===== src/rtl/spi_irq_agg.sv =====
module spi_irq_agg #(
  parameter int ADDR_W   = 7,
  parameter int DATA_W   = 32,
  parameter int NUM_SRC  = 7,
  parameter logic [ADDR_W-1:0] OFS_GEN  = 7'h1C,
  parameter logic [ADDR_W-1:0] OFS_PEND = 7'h20,
  parameter logic [ADDR_W-1:0] OFS_MASK = 7'h28,
  parameter logic [ADDR_W-1:0] OFS_SRST = 7'h40,
  parameter logic [3:0]        SRST_KEY = 4'hA
) (
  input  logic              clk,
  input  logic              rst_n,
  input  logic              reg_we,
  input  logic [ADDR_W-1:0] reg_addr,
  input  logic [DATA_W-1:0] reg_wdata,
  output logic [DATA_W-1:0] reg_rdata,
  input  logic [NUM_SRC-1:0] evt,
  output logic              irq
);
  localparam int PAD = DATA_W - NUM_SRC;

  logic [NUM_SRC-1:0] pend_q, mask_q;
  logic               gen_q;

  logic wr_pend, wr_mask, wr_gen, srst;
  assign wr_pend = reg_we && (reg_addr == OFS_PEND);
  assign wr_mask = reg_we && (reg_addr == OFS_MASK);
  assign wr_gen  = reg_we && (reg_addr == OFS_GEN);
  assign srst    = reg_we && (reg_addr == OFS_SRST) && (reg_wdata[3:0] == SRST_KEY);

  logic [NUM_SRC-1:0] clr;
  assign clr = wr_pend ? reg_wdata[NUM_SRC-1:0] : '0;

  always_ff @(posedge clk) begin
    if (!rst_n || srst) begin
      pend_q <= '0;
      mask_q <= '0;
      gen_q  <= 1'b0;
    end else begin
      pend_q <= (pend_q & ~clr) | evt;
      if (wr_mask) mask_q <= reg_wdata[NUM_SRC-1:0];
      if (wr_gen)  gen_q  <= reg_wdata[DATA_W-1];
    end
  end

  assign irq = gen_q & |(pend_q & mask_q);

  always_comb begin
    reg_rdata = '0;
    if (reg_addr == OFS_PEND)      reg_rdata = {{PAD{1'b0}}, pend_q};
    else if (reg_addr == OFS_MASK) reg_rdata = {{PAD{1'b0}}, mask_q};
    else if (reg_addr == OFS_GEN)  reg_rdata = {gen_q, {(DATA_W-1){1'b0}}};
  end

  assert_gen_gate_R7: assert property (@(posedge clk) disable iff (!rst_n)
    !gen_q |-> !irq);

  assert_srst_clears_R8: assert property (@(posedge clk) disable iff (!rst_n)
    srst |=> (pend_q == '0 && mask_q == '0 && !gen_q && !irq));

  assert_gen_read_R6: assert property (@(posedge clk) disable iff (!rst_n)
    (reg_addr == OFS_GEN) |-> (reg_rdata[DATA_W-2:0] == '0));

  assert_mask_read_R5: assert property (@(posedge clk) disable iff (!rst_n)
    (reg_addr == OFS_MASK) |-> (reg_rdata[DATA_W-1:NUM_SRC] == '0));

  for (genvar i = 0; i < NUM_SRC; i++) begin : g_chk
    assert_evt_latch_R2: assert property (@(posedge clk) disable iff (!rst_n)
      (evt[i] && !srst) |=> pend_q[i]);
    assert_clear_R3: assert property (@(posedge clk) disable iff (!rst_n)
      (wr_pend && reg_wdata[i] && !evt[i]) |=> !pend_q[i]);
    assert_set_only_by_evt_R9: assert property (@(posedge clk) disable iff (!rst_n)
      $rose(pend_q[i]) |-> $past(evt[i]));
  end
endmodule


===== config.mk =====
export PLATFORM = sky130hd
export DESIGN_NAME = spi_irq_agg
export DESIGN_NICKNAME = d
export VERILOG_FILES = /design/src/rtl/spi_irq_agg.sv
export SDC_FILE = /design/constraint.sdc
export NUM_CORES = 1
export LEC_CHECK = 0
export ABC_AREA = 1
export BUFFER_PORTS_ARGS = -buffer_cell sky130_fd_sc_hd__buf_2
export CORE_ASPECT_RATIO = 0.9
export CORE_UTILIZATION = 43
export DETAILED_ROUTE_END_ITERATION = 10
export PLACE_DENSITY = 0.91
export SLEW_MARGIN = 30
export SYNTH_ARGS = -nofsm -noshare
export SYNTH_HDL_FRONTEND = slang
export SYNTH_SLANG_ARGS = --single-unit
export TNS_END_PERCENT = 100

===== constraint.sdc =====
create_clock -name clk -period 1.5 [get_ports clk]
set_input_delay 0.15 -clock clk [delete_from_list [all_inputs] [get_ports clk]]
set_output_delay 0.15 -clock clk [all_outputs]
set_load 0.02 [all_outputs]

==> qor.yml <==
vias_per_cell: 4.59
clkTransAtPathRegs_ps: 100
clock_path_buffers: 2
hp-start: "evt[3]"
slew_violations: 0
dr.pass1.iters: 4
postCtsSetupRepairBufs: 0
layout-drive-gt1-share: 0.313
cts-buffers-inserted: 3
min_period_ps: 1370
cts-hold-fix-buffers: 0
async_reset_ff_frac: 0
yosysSeqAreaShare: 0.271
synthTopCellsByArea: "dfxtp_1, buf_4, nand2_1"
clkSinkCount: 15
final_hold_viol_count: 0
setup_viol: 0
synthTopCellsByCount: "nand2_1, buf_4, inv_1"
reg2reg_setup_slack_ps: 870
hold_path.class: "in2reg"
cts_root_buf: "clkbuf_4"
io_buffers: 33
vdd_ir_drop_max_mv: 0.566
cts_tree: "done"
cpPeakStageDelay_ps: 340
syn2layout_area_growth_pct: 11.0
io_pins: 82
avgSynthCellArea_um2: 6.87
first_global_vias: 837
wire_per_inst_um: 9.56
vias: 1024
period_share: 0.916
dp_hpwl_um: 1670
start_kind: "register"
crit_slowest_cell: "dfxtp_1"
status: "finished, final reports clean"
r2r_end: "mask_q[5]"
fmax_mhz: 728
synth_top_cell_by_area: "dfxtp_1"
worstHoldEndpoint: "pend_q[3]"
nets: 245
start_util: 0.452
synth_area_um2: 1110
grt_antenna_before_repair: 0
grt_pass1_wl_um: 3500
setup_tns_ps: 0
synth.most_common_cell: "nand2_1"
antenna_cells: 0
critPathTopFamily: "flip-flops"
synth_top_area_share: 0.271
ys_types: 21
routed_wl_um: 2130
synth_edf_count: 0
powerDensity_nw_per_um2: 674
cap_violations: 0
whs_ps: 84.0
synthFlopType: "dfxtp_1"
insertion_delay_ps: 280
final_core_util: 0.502
grt_overflow: 0
worstPathArrival_ps: 1220
p_leak_nw: 0.608
r2r-start: "mask_q[5]"
ff2ff_path_depth: 2
gp_congestion: 0.815
crit_path_max_fanout: 2
drc: 0
dieArea_um2: 2780
synthCells: 161
crit_type: "reg2out"
ys_warn_count: 0
num_rows: 17
end_kind: "output port"
fp.dieH_um: 50.1
rsz0062_at_grt: "false"
worstPathBufferInverterCount: 2
worst_slack_ps: 126
clock_skew_ps: 0
track_usage: 0.158
die_w_um: 55.5
fill_cells: 261
grt_max_degree: 16
path_cells: "inv_1 > o22ai_2 > nor2_1 > a21oi_2 > buf_4"
core_area_um2: 2450
htree_levels: 1
whs_path_depth: 3
dpl_worst_slack_ps: 265
drt_first_iter_violations: 23
detail-route-antenna-nets: 0
ys_seq_elements: 15
critPathRequiredTime_ps: 1350
final cells by class:
class                           instances  area [um2]  share of cell area
Clock inverter                          1        5.00             0.00408
Clock buffer                            3        22.5              0.0183
Sequential cell                        15         302               0.246
Inverter                               26        97.6              0.0795
Tap cell                               28        35.0              0.0285
Timing Repair Buffer                   37         198               0.161
Multi-Input combinational cell        113         568               0.463
state kept, by name, indices dropped and copies added, names as in the netlist:
| name | flops |
|---|---|
| mask_q | 7 |
| gen_q | 1 |
| pend_q | 7 |
cells in the final DEF (no fill, tap or decap), types with 5 or more instances in the layout:
cell	count
dfxtp_1	14
a21oi_1	6
nor2_1	7
a21oi_2	11
nand2_1	32
buf_2	32
buf_4	5
conb_1	24
nand3_1	12
o22ai_1	5
nand4_1	8
inv_1	24
what timing repair did:
item,in CTS,in global routing
resized for setup,0,4
setup endpoints to repair,0,1
hold endpoints to repair,0,0
metal layers:
| metal | vias to the layer above | part of all wire | GRT usage |
|---|---|---|---|
| met1 | 451 | 0.46 | 0.203 |
| met2 | 41 | 0.47 | 0.255 |
| met3 | 2 | 0.072 | 0.0604 |
| met4 | 0 | 0.0038 | 0.0250 |
| li1 | 530 | - | - |
| met5 | - | 0 | 0 |
kinds of logic (layout without fill, tap and decap cells):
kind of cell           count (synthesis)  count (layout)  synth area share
buffers and inverters                 56              67             0.302
DFF                                   15              15             0.271
AOI/OAI and AO/OA                     23              23             0.145
other                                  1              24           0.00339
and+or+nand+nor                       66              66             0.278
per-stage QoR:
stage	area, um2	instances	total power, W
after CTS	1210	223	0.000836
after global placement	1190	219	0.000596
after floorplan	1190	184	0.000600
after global routing	1230	223	0.000876
after detailed placement	1190	219	0.000598
final	1230	223	0.000828
tightest hold or removal path: stages:
cell and delay [ps]:
buf_2 90, inv_1 50, a21oi_2 50
worst max-delay path by stage:
| stage | depth (start not counted) | startpoint | endpoint | slack (ps) |
|---|---|---|---|---|
| after CTS | 5 | mask_q[0] | irq | 70 |
| final | 5 | mask_q[0] | irq | 130 |
| after global routing | 5 | mask_q[0] | irq | 2 |
| after floorplan | 6 | reg_addr[6] | reg_rdata[0] | 400 |
| after global placement | 7 | reg_addr[6] | reg_rdata[3] | 270 |
| after detailed placement | 8 | reg_addr[6] | reg_rdata[3] | 260 |
power by group:
group / internal, W / leakage, nW / switching, W
registers: 0.000412 / 0.124 / 0.00000881
clock network: 0.0000993 / 0.0177 / 0.000138
logic: 0.0000481 / 0.467 / 0.000121
total: 0.000559 / 0.608 / 0.000268
Power figures use the tool's default switching activity.
